`src/rtl/tebuf_pkg.sv`:
```
package tebuf_pkg;
    typedef enum logic [2:0] {
        ST_IDLE,
        ST_ACTIVE,
        ST_WAIT,
        ST_HEAD,
        ST_DATA
    } state_t;
endpackage

```
`src/rtl/tebuf_tstamp.sv`:
```
module tebuf_tstamp #(
    parameter int TS_W = 13
) (
    input  logic            clk,
    input  logic            rst_n,
    input  logic            clr,
    input  logic            run,
    output logic [TS_W-1:0] ts
);
    logic [TS_W-1:0] cnt_q;

    always_ff @(posedge clk or negedge rst_n) begin
        if (!rst_n)
            cnt_q <= '0;
        else if (clr)
            cnt_q <= '0;
        else if (run)
            cnt_q <= cnt_q + TS_W'(1);
    end

    assign ts = cnt_q;


    ts_zero_chk: assert property (@(posedge clk) disable iff (!rst_n)
        clr |=> (ts == '0));
endmodule

```
`src/rtl/tebuf_slots.sv`:
```
module tebuf_slots #(
    parameter int SLOTS  = 4,
    parameter int WORD_W = 27,
    parameter int CNT_W  = 3,
    parameter int IDX_W  = 2
) (
    input  logic              clk,
    input  logic              rst_n,
    input  logic              clr,
    input  logic              wr_en,
    input  logic [WORD_W-1:0] wr_data,
    input  logic [IDX_W-1:0]  rd_idx,
    output logic [WORD_W-1:0] rd_data,
    output logic [CNT_W-1:0]  count,
    output logic              full
);
    logic [WORD_W-1:0] slot_q [SLOTS];
    logic [CNT_W-1:0]  cnt_q;

    assign full  = (cnt_q == CNT_W'(SLOTS));
    assign count = cnt_q;

    always_ff @(posedge clk or negedge rst_n) begin
        if (!rst_n)
            cnt_q <= '0;
        else if (clr)
            cnt_q <= '0;
        else if (wr_en && !full)
            cnt_q <= cnt_q + CNT_W'(1);
    end

    for (genvar g = 0; g < SLOTS; g++) begin : g_slot
        always_ff @(posedge clk or negedge rst_n) begin
            if (!rst_n)
                slot_q[g] <= '0;
            else if (wr_en && !full && (cnt_q == CNT_W'(g)))
                slot_q[g] <= wr_data;
        end
    end

    assign rd_data = slot_q[rd_idx];


    cnt_bound_chk: assert property (@(posedge clk) disable iff (!rst_n)
        cnt_q <= CNT_W'(SLOTS));


    no_wr_full_chk: assert property (@(posedge clk) disable iff (!rst_n)
        wr_en |-> !full);
endmodule

```
`src/rtl/tebuf_ctrl.sv`:
```
module tebuf_ctrl
    import tebuf_pkg::*;
#(
    parameter int SLOTS  = 4,
    parameter int TS_W   = 13,
    parameter int AMP_W  = 13,
    parameter int CNT_W  = 3,
    parameter int IDX_W  = 2,
    parameter int WORD_W = 27
) (
    input  logic              clk,
    input  logic              rst_n,
    input  logic              train_start,
    input  logic              train_end,
    input  logic              trig,
    input  logic              smp_valid,
    input  logic [AMP_W-1:0]  smp_amp,
    input  logic              smp_range,
    input  logic              ro_ready,
    input  logic [TS_W-1:0]   ts,
    input  logic [CNT_W-1:0]  count,
    input  logic              full,
    input  logic [WORD_W-1:0] rd_data,
    output logic              smp_ready,
    output logic              ro_valid,
    output logic [WORD_W-1:0] ro_data,
    output logic              ro_last,
    output logic              slot_clr,
    output logic              slot_wr,
    output logic [WORD_W-1:0] slot_wdata,
    output logic [IDX_W-1:0]  rd_idx,
    output logic              ts_clr,
    output logic              ts_run
);
    state_t            st_q, st_d;
    logic              ovf_q, end_pend_q;
    logic [TS_W-1:0]   ts_hold_q;
    logic [IDX_W-1:0]  idx_q;
    logic              start_ok, take_trig, drop_trig, wr_now, last_word, ro_done;

    always_comb begin
        start_ok  = train_start && (st_q == ST_IDLE || st_q == ST_ACTIVE);
        take_trig = (st_q == ST_ACTIVE) && !train_start && trig && !full;
        drop_trig = (st_q == ST_ACTIVE) && !train_start && trig && full;
        wr_now    = (st_q == ST_WAIT) && smp_valid;
        if (st_q == ST_HEAD)
            last_word = (count == '0);
        else
            last_word = ((CNT_W'(idx_q) + CNT_W'(1)) == count);
        ro_done   = (st_q == ST_HEAD || st_q == ST_DATA) && ro_ready && last_word;
    end

    // next-state selection
    always_comb begin
        st_d = st_q;
        unique case (st_q)
            ST_IDLE: begin
                if (train_start)
                    st_d = ST_ACTIVE;
            end
            ST_ACTIVE: begin
                if (train_start)
                    st_d = ST_ACTIVE;
                else if (take_trig)
                    st_d = ST_WAIT;
                else if (train_end)
                    st_d = ST_HEAD;
            end
            ST_WAIT: begin
                if (smp_valid)
                    st_d = (end_pend_q || train_end) ? ST_HEAD : ST_ACTIVE;
            end
            ST_HEAD: begin
                if (ro_ready)
                    st_d = (count == '0) ? ST_IDLE : ST_DATA;
            end
            ST_DATA: begin
                if (ro_done)
                    st_d = ST_IDLE;
            end
            default: st_d = ST_IDLE;
        endcase
    end

    // state register and per-train context
    always_ff @(posedge clk or negedge rst_n) begin
        if (!rst_n) begin
            st_q       <= ST_IDLE;
            ovf_q      <= 1'b0;
            end_pend_q <= 1'b0;
            ts_hold_q  <= '0;
            idx_q      <= '0;
        end else begin
            st_q <= st_d;
            if (start_ok || ro_done)
                ovf_q <= 1'b0;
            else if (drop_trig)
                ovf_q <= 1'b1;
            if (take_trig)
                end_pend_q <= train_end;
            else if (st_q == ST_WAIT) begin
                if (wr_now)
                    end_pend_q <= 1'b0;
                else if (train_end)
                    end_pend_q <= 1'b1;
            end
            if (take_trig)
                ts_hold_q <= ts;
            if (st_q == ST_HEAD)
                idx_q <= '0;
            else if (st_q == ST_DATA && ro_ready)
                idx_q <= idx_q + IDX_W'(1);
        end
    end

    // outputs
    always_comb begin
        smp_ready = 1'b0;
        ro_valid  = 1'b0;
        ro_data   = '0;
        ro_last   = 1'b0;
        unique case (st_q)
            ST_WAIT: smp_ready = 1'b1;
            ST_HEAD: begin
                ro_valid = 1'b1;
                ro_data  = WORD_W'({ovf_q, count});
                ro_last  = last_word;
            end
            ST_DATA: begin
                ro_valid = 1'b1;
                ro_data  = rd_data;
                ro_last  = last_word;
            end
            default: ;
        endcase
        slot_clr   = start_ok || ro_done;
        slot_wr    = wr_now;
        slot_wdata = {ts_hold_q, smp_range, smp_amp};
        rd_idx     = idx_q;
        ts_clr     = start_ok;
        ts_run     = (st_q == ST_ACTIVE) || (st_q == ST_WAIT);
    end


    ro_hold_chk: assert property (@(posedge clk) disable iff (!rst_n)
        (ro_valid && !ro_ready) |=> (ro_valid && $stable(ro_data)));


    ro_cnt_stable_chk: assert property (@(posedge clk) disable iff (!rst_n)
        (ro_valid && !ro_ready) |=> $stable(count));


    ovf_rise_chk: assert property (@(posedge clk) disable iff (!rst_n)
        $rose(ovf_q) |-> $past(full));


    drain_empty_chk: assert property (@(posedge clk) disable iff (!rst_n)
        ro_done |=> (count == '0));


    no_ro_while_wait_chk: assert property (@(posedge clk) disable iff (!rst_n)
        smp_ready |-> !ro_valid);
endmodule

```
`src/rtl/train_event_buffer.sv`:
```
module train_event_buffer
    import tebuf_pkg::*;
#(
    parameter int SLOTS = 4,
    parameter int AMP_W = 13,
    parameter int TS_W  = 13
) (
    input  logic                      clk,
    input  logic                      rst_n,
    input  logic                      trig_mode,
    input  logic                      self_hit,
    input  logic                      ext_trig,
    input  logic                      train_start,
    input  logic                      train_end,
    input  logic                      smp_valid,
    output logic                      smp_ready,
    input  logic [AMP_W-1:0]          smp_amp,
    input  logic                      smp_range,
    output logic                      ro_valid,
    input  logic                      ro_ready,
    output logic [TS_W+AMP_W:0]       ro_data,
    output logic                      ro_last
);
    localparam int CNT_W  = $clog2(SLOTS + 1);
    localparam int IDX_W  = (SLOTS > 1) ? $clog2(SLOTS) : 1;
    localparam int WORD_W = TS_W + 1 + AMP_W;

    logic              trig;
    logic [TS_W-1:0]   ts;
    logic [CNT_W-1:0]  count;
    logic              full;
    logic [WORD_W-1:0] rd_data, slot_wdata;
    logic [IDX_W-1:0]  rd_idx;
    logic              slot_clr, slot_wr, ts_clr, ts_run;

    assign trig = trig_mode ? ext_trig : self_hit;

    tebuf_tstamp #(.TS_W(TS_W)) u_ts (
        .clk   (clk),
        .rst_n (rst_n),
        .clr   (ts_clr),
        .run   (ts_run),
        .ts    (ts)
    );

    tebuf_slots #(
        .SLOTS(SLOTS), .WORD_W(WORD_W), .CNT_W(CNT_W), .IDX_W(IDX_W)
    ) u_slots (
        .clk     (clk),
        .rst_n   (rst_n),
        .clr     (slot_clr),
        .wr_en   (slot_wr),
        .wr_data (slot_wdata),
        .rd_idx  (rd_idx),
        .rd_data (rd_data),
        .count   (count),
        .full    (full)
    );

    tebuf_ctrl #(
        .SLOTS(SLOTS), .TS_W(TS_W), .AMP_W(AMP_W),
        .CNT_W(CNT_W), .IDX_W(IDX_W), .WORD_W(WORD_W)
    ) u_ctrl (
        .clk         (clk),
        .rst_n       (rst_n),
        .train_start (train_start),
        .train_end   (train_end),
        .trig        (trig),
        .smp_valid   (smp_valid),
        .smp_amp     (smp_amp),
        .smp_range   (smp_range),
        .ro_ready    (ro_ready),
        .ts          (ts),
        .count       (count),
        .full        (full),
        .rd_data     (rd_data),
        .smp_ready   (smp_ready),
        .ro_valid    (ro_valid),
        .ro_data     (ro_data),
        .ro_last     (ro_last),
        .slot_clr    (slot_clr),
        .slot_wr     (slot_wr),
        .slot_wdata  (slot_wdata),
        .rd_idx      (rd_idx),
        .ts_clr      (ts_clr),
        .ts_run      (ts_run)
    );


    reset_quiet_chk: assert property (@(posedge clk) disable iff (!rst_n)
        $rose(rst_n) |-> (!ro_valid && !smp_ready));
endmodule

```
`config.mk`:
```
export PLATFORM = sky130hd
export DESIGN_NAME = train_event_buffer
export DESIGN_NICKNAME = d
export VERILOG_FILES = /design/src/rtl/tebuf_pkg.sv /design/src/rtl/tebuf_tstamp.sv /design/src/rtl/tebuf_slots.sv /design/src/rtl/tebuf_ctrl.sv /design/src/rtl/train_event_buffer.sv
export SDC_FILE = /design/constraint.sdc
export NUM_CORES = 1
export LEC_CHECK = 0
export ABC_AREA = 1
export BUFFER_PORTS_ARGS = -buffer_cell sky130_fd_sc_hd__clkbuf_2
export CORE_MARGIN = 8
export CORE_UTILIZATION = 55
export CTS_BUF_LIST = sky130_fd_sc_hd__clkbuf_4 sky130_fd_sc_hd__clkbuf_8
export CTS_CLUSTER_DIAMETER = 100
export DETAILED_ROUTE_END_ITERATION = 8
export HOLD_SLACK_MARGIN = 0.15
export PLACE_DENSITY_LB_ADDON = 0.05
export RECOVER_POWER = 50
export SKIP_LAST_GASP = 1
export SYNTH_ARGS = -nofsm -noshare
export SYNTH_HDL_FRONTEND = slang
export SYNTH_SLANG_ARGS = --single-unit
```
`constraint.sdc`:
```
create_clock -name clk -period 1.8 [get_ports clk]
set_input_delay 0.09 -clock clk [delete_from_list [all_inputs] [get_ports clk]]
set_output_delay 0.09 -clock clk [all_outputs]
set_load 0.05 [all_outputs]
```
[Word-level counts from Yosys, hierarchy flattened]
Cells that the tools add are included.
Cells by class
  equality and inequality tests: 14
  add/sub/neg operators: 4
  reduce and logical (&&, ||, !) cells: 32
  bitwise gates (word level): 1
  multiplexer cells: 31
  order comparisons: 1
Operators with widths (count)
  binary-select mux 27 bit (select 2 bit): 1
  2-to-1 mux 27 bit: 2
  case mux 27 bit (2 select lines): 1
  2-to-1 mux 3 bit: 10
  2-to-1 mux 13 bit: 2
  case mux 3 bit (5 select lines): 1
  logical AND 1 bit: 14
  adder 13 x 1 -> 13 bit (second input constant): 1
  == test 3 x 2 -> 1 bit (second input constant): 4
  2-to-1 mux 1 bit: 11
  nonzero test 2 bit: 5
  == test 3 x 1 -> 1 bit (second input constant): 2
  == test 3 bit (second input constant): 2
  zero test 3 bit: 2
  2-to-1 mux 2 bit: 3
  != test 2 bit (second input constant): 3
  logical OR 1 bit: 5
  AND reduction 5 bit: 1
  != test 4 x 3 -> 1 bit (second input constant): 1
  adder 2 x 1 -> 3 bit (second input constant): 1
  adder 3 x 1 -> 3 bit (second input constant): 1
  == test 3 bit: 1
  greater-or-equal comparator 3 bit (second input constant): 1
  inverter 2 -> 3 bit: 1
  other kinds (6): 7
Storage, ports and cells
  logic and storage cells: 94
  register bits: 144
  output and inout port bits: 30
  input bits: 23

[Depth between registers and ports, before layout]
Gate-level depths: netlist (run 1).
  depth in word-level cells: 7
  gate-level depth with buffers: 11
  depth with buffers taken out: 11

[Modules after synthesis]
From an unflattened synthesis (run 1), not the netlist that was laid out.
Second synthesis, totals
  cell total of the unflattened synthesis: 1126
  area, all modules: 8277.9 um2
Modules (own cells, without submodules)
  tebuf_slots: cells each 822, instances 1, sequential area each 2777.7 um2, area each 6094.6 um2
  tebuf_ctrl: cells each 207, instances 1, sequential area each 500.5 um2, area each 1435.1 um2
  tebuf_tstamp: cells each 93, instances 1, sequential area each 325.3 um2, area each 733.2 um2
  train_event_buffer: cells each 4, instances 1, sequential area each 0.0 um2, area each 15.0 um2

[Worst setup path before layout (run 1)]
OpenSTA, ideal clock, no wires.
  path type: register to output
  start point: register u_ctrl.idx_q[0] (netlist: u_ctrl.rd_idx[0])
  end point: output port ro_data[19]
  buffers on the path: 3
  data required time: 1.710 ns
  arrival time: 1.866 ns
  cell stages (with the launch flop): 8
  setup slack: -0.156 ns
  cell sequence: dfrtp_1 -> clkbuf_1 -> buf_2 -> buf_2 -> nor2_1 -> nor2_1 -> o21ai_0 -> a21oi_1
Between the ends
  word-level cells in the longest chain between the ends: 5
RTL lines
  from (decl): line tebuf_ctrl.sv:38  | logic [IDX_W-1:0] idx_q;
  from (signal assigned): line tebuf_ctrl.sv:112  | idx_q <= idx_q + IDX_W'(1);
  inverter 2 -> 3 bit (not written as such): line tebuf_slots.sv:41  | assign rd_data = slot_q[rd_idx];
  binary-select mux 27 bit (select 2 bit): line tebuf_slots.sv:41
  2-to-1 mux 27 bit (not written as such) (2 in a row): line tebuf_slots.sv:41
  case mux 27 bit (2 select lines): line tebuf_ctrl.sv:122  | unique case (st_q)
  to (decl): line train_event_buffer.sv:21  | output logic [TS_W+AMP_W:0] ro_data,
Every way passes these cells. The select of a mux whose other input is x is not followed.

[Worst setup path in the final report (run 1)]
  start point: register u_ctrl.idx_q[0] (netlist: u_ctrl.rd_idx[0])
  end point: output port ro_data[21]
Same word-level chain as after synthesis.

==> impl_metrics.tcl, run 1 <==
set metrics [dict create \
    final_nets 941 \
    synth_nets 858 \
    synthCells 828 \
    critPathMaxFanout 18 \
    io_pins 53 \
    hold_depth 7 \
    rr_endpoint "u_ts.ts[9]" \
    path_clk_slew_ns 0.09 \
    dieWidth_um 128 \
    syn2layout_area_growth_pct 26.8 \
    start_util_pct 55.4 \
    fp.coreArea_um2 12400 \
    worst_clock_skew_ns 0.0150 \
    path_class "flop to output port" \
    ys_ff_latch 144 \
    tns_ns -3.43 \
    drtIter0Drc 649 \
    holdPathEnd "u_ctrl.st_q[2]" \
    met2_usage_pct 36.5 \
    period_share_pct 110 \
    global_route.peak_usage_layer "met2" \
    postRouteAntennaNets 0 \
    reg2reg_depth 8 \
    setup_viol 28 \
    ys_async_sr_fraction_pct 100 \
    failed_checks "negative setup slack" \
    numCtsBuffers 17 \
    grt_usage_pct 22.2 \
    final_cell_mix "174 x nand2_1, 141 x dfrtp_1, 111 x o21ai_1" \
    arrival_ns 1.89 \
    io_buffers 52 \
    htree_levels 4 \
    avgSynthCellArea_um2 8.31 \
    setup_ws_ns -0.180 \
    grtUsageMet1_pct 28.2 \
    worst_pin_slew_ns 1.45 \
    maxCapViolations 0 \
    period_minus_slack_ns 1.98 \
    syn-cell-area_um2 6880 \
    outcome "finished, violations left" \
    ys_seq_area_share_pct 52.4 \
    die_h_um 128 \
    p_per_area_nw_per_um2 1070 \
    startpoint "u_ctrl.rd_idx[0]" \
    antenna_found_initial 0 \
    rsz0062_at_grt "true" \
    hold_path_startpoint "self_hit" \
    firstDrtPassIters 5 \
    slew_headroom_pct 3.02 \
    dieArea_um2 16300 \
    dp.cells 1034 \
    grt_pass1_wl_um 28700 \
    grt_start_max_net_pins 59 \
    fmax_mhz 505 \
    routed_wl_um 17200 \
    clk_path_buf_depth 2 \
    leakage_nw 3.94 \
    clk_latency_ns 0.45 \
    final_hold_viol_count 0 \
    cts_tree "yes" \
    num_vias 5872 \
    r2r-start "u_ctrl.st_q[1]" \
    final_core_util_pct 70.3 \
    vdd_ir_drop_max_mv 0.813 \
    synth_edf_count 0 \
    row_count 41 \
    viasPerCell 5.36 \
    final-instance-count-excl-fill 1096 \
    hp-class "input pin to flop" \
    post-dp-hpwl_um 10500 \
    grt_pass1_vias 5706 \
    final_common_cell "nand2_1" \
    ff2ff_setup_slack_ns 0.08 \
    required_ns 1.71 \
    synth_warnings 0 \
    drv_slew 0 \
    place_congestion 0.803 \
    ys.flop_type "dfrtp_1" \
    grt_use_met3_pct 4.70 \
    drc_errors 0 \
    endpoint_kind "output port" \
    clock-sinks 144 \
    antenna_cells 0 \
    avgRoutedWirePerCell_um 15.7 \
    drive_gt1_share_pct 22.9 \
    cp-start-kind "flop" \
    cts-root-buf "clkbuf_8" \
    overflow 0 \
    synth_cell_types 28 \
]
[state kept, by name (all words and copies together) (netlist names)]
register and count:
u_ctrl.rd_idx 2, u_slots.slot_q 108, u_ctrl.st_q 3, u_ctrl.end_pend_q 1, u_ts.ts 13, u_ctrl.ovf_q 1, u_slots.count 3, u_ctrl.ts_hold_q 13
[worst max-delay path, stage by stage (launching register included)]
cell,delay [ns]
dfrtp_2,0.51
inv_4,0.16
buf_6,0.19
o21ai_0,0.14
a21oi_2,0.22
clkbuf_8,0.22
[cells in the mapped netlist (5+ instances only)]
| master | n | area share, % |
|---|---|---|
| o21ai_0 | 65 | 4.7 |
| ha_1 | 7 | 1.3 |
| clkbuf_1 | 19 | 1.0 |
| nor2_1 | 109 | 5.9 |
| a21oi_1 | 41 | 3.0 |
| o21ai_2 | 28 | 3.6 |
| o21ai_1 | 93 | 6.8 |
| inv_2 | 5 | 0.27 |
| nand4_1 | 5 | 0.45 |
| nor3_1 | 6 | 0.44 |
| nand2_1 | 177 | 9.7 |
| nand3_1 | 22 | 1.6 |
| nand3_2 | 6 | 0.87 |
| dfrtp_1 | 144 | 52 |
| inv_1 | 62 | 3.4 |
| buf_2 | 15 | 1.1 |
| buf_6 | 6 | 0.98 |
[final cells by class]
class / instances / area [um^2]
tap: 172 / 215
clock inverter: 10 / 134
sequential: 144 / 3610
fill: 1017 / 3690
timing repair buffer: 107 / 1240
multi-input combinational: 574 / 2980
clock buffer: 22 / 290
inverter: 67 / 254
[worst max path at each step]
stage / endpoint / slack (ns)
floorplan: ro_data[0] / -0.07
global placement: u_slots.slot_q[15] / 0.18
detailed placement: ro_data[21] / 0.10
CTS: ro_last / -0.24
global route: ro_last / -0.31
finish: ro_data[21] / -0.18
[metal layers]
metal	part of all wire [%]	vias up
li1	-	2877
met1	45	2813
met2	48	162
met3	5.2	20
met4	1.3	0
met5	0	-
[repair_timing]
action                                  in CTS  in global routing
pin swaps                                    6                 18
cloned                                       3                  3
endpoints found under the setup margin      28                 32
endpoints found under the hold margin      207                  0
hold buffers                                21                  0
gates resized for setup                     68                 49
buffers inserted                             2                  1
[stage by stage]
step / setup slack (ns) / hold WS [ns] / power [mW] / instance area (um^2)
after floorplan: -0.0689 / -0.206 / 5.68 / 6970
final: -0.180 / 0.209 / 9.35 / 8730
after detailed placement: 0.104 / 0.0917 / 6.39 / 7600
after CTS: -0.238 / 0.178 / 9.30 / 8590
after global routing: -0.311 / 0.242 / 9.93 / 8730
after global placement: 0.177 / 0.0882 / 6.29 / 7600
[kinds of logic after synthesis]
kind of cell | count (synthesis) | share of synthesized area (%)
AOI/OAI and AO/OA | 228 | 18.2
xor gates and xnor gates | 1 | 0.127
adders and majority gates | 7 | 1.27
buffers and inverters | 110 | 6.93
DFF | 144 | 52.4
and+or+nand+nor | 338 | 21.1
[report_power, final]
part           internal (mW)  leakage, nW  switching (mW)
logic                  0.989         1.76            1.59
clock network           1.50        0.215            1.20
registers               3.74         1.96           0.327
total                   6.24         3.94            3.11
Power figures use the tool's default switching activity.
==> inputs of run 2 (changes only) <==
--- a/config.mk
+++ b/config.mk
@@ -7,8 +7,10 @@
 export LEC_CHECK = 0
 export ABC_AREA = 1
 export BUFFER_PORTS_ARGS = -buffer_cell sky130_fd_sc_hd__clkbuf_2
+export CELL_PAD_IN_SITES_DETAIL_PLACEMENT = 1
+export CELL_PAD_IN_SITES_GLOBAL_PLACEMENT = 2
 export CORE_MARGIN = 8
-export CORE_UTILIZATION = 55
+export CORE_UTILIZATION = 38
 export CTS_BUF_LIST = sky130_fd_sc_hd__clkbuf_4 sky130_fd_sc_hd__clkbuf_8
 export CTS_CLUSTER_DIAMETER = 100
 export DETAILED_ROUTE_END_ITERATION = 8
==> impl_metrics.tcl, run 2 (same netlist as run 1, synthesis figures left out) <==
set metrics [dict create \
    avgRoutedWirePerCell_um 18.0 \
    grt_pass1_vias 6395 \
    rsz0062_at_grt "true" \
    worst_pin_slew_ns 1.25 \
    p_comb_share_pct 29.6 \
    largest_register "u_slots.slot_q" \
    io_buffers 52 \
    drc_errors 0 \
    place_congestion 0.809 \
    start_util_pct 38.6 \
    fp.coreArea_um2 17800 \
    finalPower_mw 9.86 \
    failed_checks "negative setup slack" \
    overflow 0 \
    drtIter0Drc 222 \
    drv_slew 0 \
    htree_levels 4 \
    antenna_found_initial 0 \
    final_hold_viol_count 0 \
    grt_start_max_net_pins 55 \
    postRouteAntennaNets 0 \
    routed_wl_um 21000 \
    sequentialPowerShare_pct 41.6 \
    grt_pass1_wl_um 33600 \
    cts_tree "yes" \
    setup_viol 28 \
    hp-class "input pin to flop" \
    num_vias 5970 \
    final_core_util_pct 50.6 \
    place_ws_ns 0.125 \
    endpoint_kind "output port" \
    dieArea_um2 22700 \
    syn2layout_area_growth_pct 31.1 \
    drive_gt1_share_pct 26.0 \
    period_minus_slack_ns 2.06 \
    slew_headroom_pct 16.5 \
    fmax_mhz 486 \
    clk_latency_ns 0.46 \
    power_switching_mw 3.35 \
    clock-sinks 144 \
    maxCapViolations 0 \
    switching_share_pct 34.0 \
    viasPerCell 5.12 \
    die_h_um 151 \
    vdd_ir_drop_max_mv 0.580 \
    setup_ws_ns -0.258 \
    place_area_um2 7660 \
    worst_clock_skew_ns 0.00978 \
    final_cell_mix "173 x nand2_1, 140 x dfrtp_1, 119 x o21ai_1" \
    io_pins 53 \
    leakage_nw 4.00 \
    cts-root-buf "clkbuf_8" \
    post-dp-hpwl_um 12600 \
    p_clk_share_pct 28.9 \
    final_common_cell "nand2_1" \
    antenna_cells 0 \
    outcome "finished, violations left" \
    fillers 2065 \
    arrival_ns 1.97 \
    largest_reg_flops 108 \
    period_share_pct 114 \
    row_count 49 \
    dieWidth_um 151 \
    required_ns 1.71 \
    final_nets 955 \
    path_clk_slew_ns 0.07 \
    p_per_area_nw_per_um2 1090 \
    grt_usage_pct 19.1 \
    cp-start-kind "flop" \
    path_class "flop to output port" \
    internal-power_mw 6.51 \
    final_cell_area_um2 9020 \
    numCtsBuffers 17 \
    firstDrtPassIters 4 \
    critPathMaxFanout 4 \
    clk_path_buf_depth 2 \
]
run 2: cell types whose count changed in the layout (fill, tap and decap cells not counted), moves of 6 or more:
cell	previous run	this run
nor2_4	6	12
o21ai_1	111	119
nor2_1	103	93
clkbuf_8	29	21
buf_6	3	14
o21ai_0	45	31
o21ai_2	29	35
run 2: metal layers:
layer	up-vias	wire, um	track usage [%]
met4	0	259	5.89
met2	72	10500	32.9
met5	-	0	0
li1	2896	-	-
met1	2982	9720	23.9
met3	20	531	3.40
run 2: timing repair:
action,CTS,global route
pin swaps,3,40
buffers inserted,6,5
hold endpoints to repair,207,0
hold buffers,23,0
endpoints found under the setup margin,29,33
cloned,2,6
resized for setup,61,125
run 2: worst paths after layout:
check                           slack [ns]                from                  end  cells after the start
worst max-delay path                 -0.26    u_ctrl.rd_idx[0]              ro_last                      7
worst min-delay path                  0.25            self_hit       u_ctrl.st_q[2]                      7
worst max register to register        0.04    u_ctrl.rd_idx[0]       u_ctrl.st_q[1]                     10
worst min register to register        0.48  u_slots.slot_q[18]   u_slots.slot_q[18]                      2
max in group asynchronous             0.34               rst_n  u_slots.slot_q[107]                      3
min in group asynchronous             0.47               rst_n   u_slots.slot_q[11]                      3
run 2: cell type report:
class,instances,area (um^2),share of cell area (%)
Sequential cell,144,3610,40.0
Multi-Input combinational cell,574,3090,34.2
Timing Repair Buffer,121,1350,15.0
Tap cell,229,287,3.18
Clock buffer,20,269,2.98
Inverter,67,259,2.87
Clock inverter,10,160,1.78
run 2: metrics by stage:
stage	TNS [ns]	instances	hold WS [ns]
floorplan	-0.275	828	-0.206
global placement	0	1093	0.0802
detailed placement	0	1093	0.0770
CTS	-5.19	1154	0.191
global route	-7.18	1165	0.269
finish	-4.33	1165	0.247
run 2: power groups by stage:
stage | clock network, mW | logic (mW) | registers (mW)
6_report | 2.85 | 2.92 | 4.10
5_1_grt | 3.05 | 3.26 | 4.16
3_3_place_gp | 0 | 2.26 | 4.08
3_5_place_dp | 0 | 2.37 | 4.12
4_1_cts | 2.92 | 2.60 | 4.07
2_1_floorplan | 0 | 1.65 | 4.02
run 2: worst max-delay path, cell delays in order (launching register included):
cell and delay, ns:
dfrtp_2 0.49, ha_4 0.28, xnor2_2 0.17, nand3_2 0.11, nand2_2 0.10, nand2_2 0.07
nor2_4 0.15, buf_12 0.15
==> inputs of run 3 (changes only) <==
--- a/config.mk
+++ b/config.mk
@@ -10,7 +10,7 @@
 export CELL_PAD_IN_SITES_DETAIL_PLACEMENT = 1
 export CELL_PAD_IN_SITES_GLOBAL_PLACEMENT = 2
 export CORE_MARGIN = 8
-export CORE_UTILIZATION = 38
+export CORE_UTILIZATION = 41
 export CTS_BUF_LIST = sky130_fd_sc_hd__clkbuf_4 sky130_fd_sc_hd__clkbuf_8
 export CTS_CLUSTER_DIAMETER = 100
 export DETAILED_ROUTE_END_ITERATION = 8
@@ -21,3 +21,4 @@
 export SYNTH_ARGS = -nofsm -noshare
 export SYNTH_HDL_FRONTEND = slang
 export SYNTH_SLANG_ARGS = --single-unit
+export TNS_END_PERCENT = 50
==> constraint.sdc (replaced) <==
create_clock -name clk -period 2.5 [get_ports clk]
set_input_delay 0.25 -clock clk [delete_from_list [all_inputs] [get_ports clk]]
set_output_delay 0.25 -clock clk [all_outputs]
set_load 0.05 [all_outputs]
==> impl_metrics.tcl, run 3 (same netlist as run 1, synthesis figures left out) <==
set metrics [dict create \
    r2r-start "u_slots.count[0]" \
    setup_viol 0 \
    holdPathEnd "u_ctrl.ovf_q" \
    ff2ff_setup_slack_ns 0.24 \
    viasPerCell 5.09 \
    seqCellArea_um2 3600 \
    leakage_nw 3.79 \
    clock-sinks 144 \
    dieArea_um2 21200 \
    row_count 47 \
    critPathMaxFanout 26 \
    period_minus_slack_ns 2.39 \
    numCtsBuffers 17 \
    io_pins 53 \
    grt_pass1_vias 6244 \
    cp-start-kind "flop" \
    drtIter0Drc 322 \
    firstDrtPassIters 4 \
    slowest_delay_ns 0.41 \
    p_comb_share_pct 23.7 \
    clk_latency_ns 0.45 \
    largest_register "u_slots.slot_q" \
    routed_wl_um 18600 \
    fp.coreArea_um2 16500 \
    rr_endpoint "u_ctrl.end_pend_q" \
    antenna_cells 0 \
    fillers 1977 \
    postRouteAntennaNets 0 \
    failed_checks "max-capacitance violations, max-slew violations" \
    path_class "flop to output port" \
    fmax_mhz 418 \
    cts_setup_buffers 0 \
    clk_path_buf_depth 2 \
    outcome "finished, violations left" \
    multiInputGateArea_um2 2790 \
    syn2layout_area_growth_pct 21.4 \
    drv_slew 61 \
    p_per_area_nw_per_um2 793 \
    post-dp-hpwl_um 12200 \
    avgRoutedWirePerCell_um 16.5 \
    slew_headroom_pct -5.15 \
    final_nets 922 \
    place_area_um2 7740 \
    vdd_ir_drop_max_mv 0.400 \
    grt_usage_pct 18.6 \
    worst_pin_slew_ns 1.58 \
    internal-power_mw 4.46 \
    cp_num_buf_inv 3 \
    largest_reg_flops 108 \
    final_hold_viol_count 0 \
    switching_share_pct 32.6 \
    p_clk_share_pct 32.1 \
    htree_levels 4 \
    grt_start_max_net_pins 62 \
    power_switching_mw 2.16 \
    io_buffers 52 \
    worst_clock_skew_ns 0.00849 \
    maxCapViolations 1 \
    drc_errors 0 \
    rsz0062_at_grt "true" \
    critPathTopFamily "buffers and inverters" \
    path_clk_slew_ns 0.08 \
    cts_tree "yes" \
    crit_chain "inv_1 > buf_4 > o21ai_0 > a21oi_1 > buf_12" \
    reg2reg_depth 9 \
    hp-class "input pin to flop" \
    grt_pass1_wl_um 32300 \
    final_cell_mix "179 x nand2_1, 143 x dfrtp_1, 109 x nor2_1" \
    period_share_pct 95.7 \
    final_cell_area_um2 8360 \
    hold_path_startpoint "trig_mode" \
    whs_ns 0.235 \
    hold_depth 4 \
    cts-root-buf "clkbuf_8" \
    die_h_um 146 \
    antenna_found_initial 0 \
    dieWidth_um 146 \
    overflow 0 \
    cp_slowest_cell "dfrtp_2" \
    drive_gt1_share_pct 16.9 \
    required_ns 2.25 \
    endpoint_kind "output port" \
    start_util_pct 41.6 \
    final_common_cell "nand2_1" \
    finalPower_mw 6.62 \
    place_congestion 0.815 \
    num_vias 5723 \
    sequentialPowerShare_pct 44.2 \
    arrival_ns 2.14 \
]
[run 3: cell count changes in the layout (fill, tap and decap cells not counted), moves of 7 or more]
cell,change
nor2_4,-10
o21ai_1,-27
clkbuf_2,+10
a21oi_1,+25
buf_12,+14
o21ai_2,-7
buf_8,-14
buf_6,-13
nor2_1,+16
a21oi_2,-24
o21ai_0,+35
buf_4,-12
[run 3: routing by layer]
layer | track usage (%) | share of wire (%)
met2 | 31.4 | 48
met4 | 5.83 | 1.2
met3 | 3.20 | 2.3
met5 | 0 | 0
met1 | 23.8 | 48
[run 3: metrics by stage]
stage	setup slack [ns]	utilization [%]	std cells	setup TNS [ns]
2_1_floorplan	0.384	-	828	0
3_3_place_gp	0.585	46.9	1075	0
3_5_place_dp	0.493	46.9	1075	0
4_1_cts	0.0416	50.8	1125	0
5_1_grt	-0.0249	50.6	1125	-0.0815
6_report	0.107	50.6	1125	0
[run 3: cell type report]
type,instances,share of cell area (%)
Clock buffer,24,3.80
Clock inverter,8,1.80
Inverter,67,3.01
Multi-Input combinational cell,574,33.4
Sequential cell,144,43.1
Tap cell,220,3.29
Timing Repair Buffer,88,11.5
[run 3: timing repair]
action                                 in CTS  in global routing
resized for setup                           0                  2
endpoints found under the hold margin     114                  0
hold buffers                               18                  0
setup endpoints to repair                   0                  7
[run 3: worst register-to-register path: cells and delay by family (launching register included)]
family                     cells  cell delay, ns
buffers and inverters          3            0.96
and+or+nand+nor                5            0.48
DFF                            1            0.43
adders and majority gates      1            0.28
[run 3: worst max-delay path by stage]
stage                                start                 end  cells past startpoint
final                     u_ctrl.rd_idx[0]         ro_data[23]                      5
after global routing      u_ctrl.rd_idx[0]         ro_data[11]                      5
after CTS                 u_ctrl.rd_idx[0]             ro_last                      8
after detailed placement    u_ctrl.st_q[2]  u_slots.slot_q[65]                      7
after global placement    u_ctrl.rd_idx[0]             ro_last                      8
after floorplan           u_ctrl.rd_idx[0]         ro_data[19]                      7
[run 3: power groups by stage]
stage	sequential (mW)	clock (mW)	combinational [mW]
floorplan	2.90	0	1.15
global placement	2.96	0	1.51
detailed placement	2.97	0	1.58
CTS	2.93	2.18	1.62
global route	2.98	2.27	1.82
finish	2.93	2.12	1.57
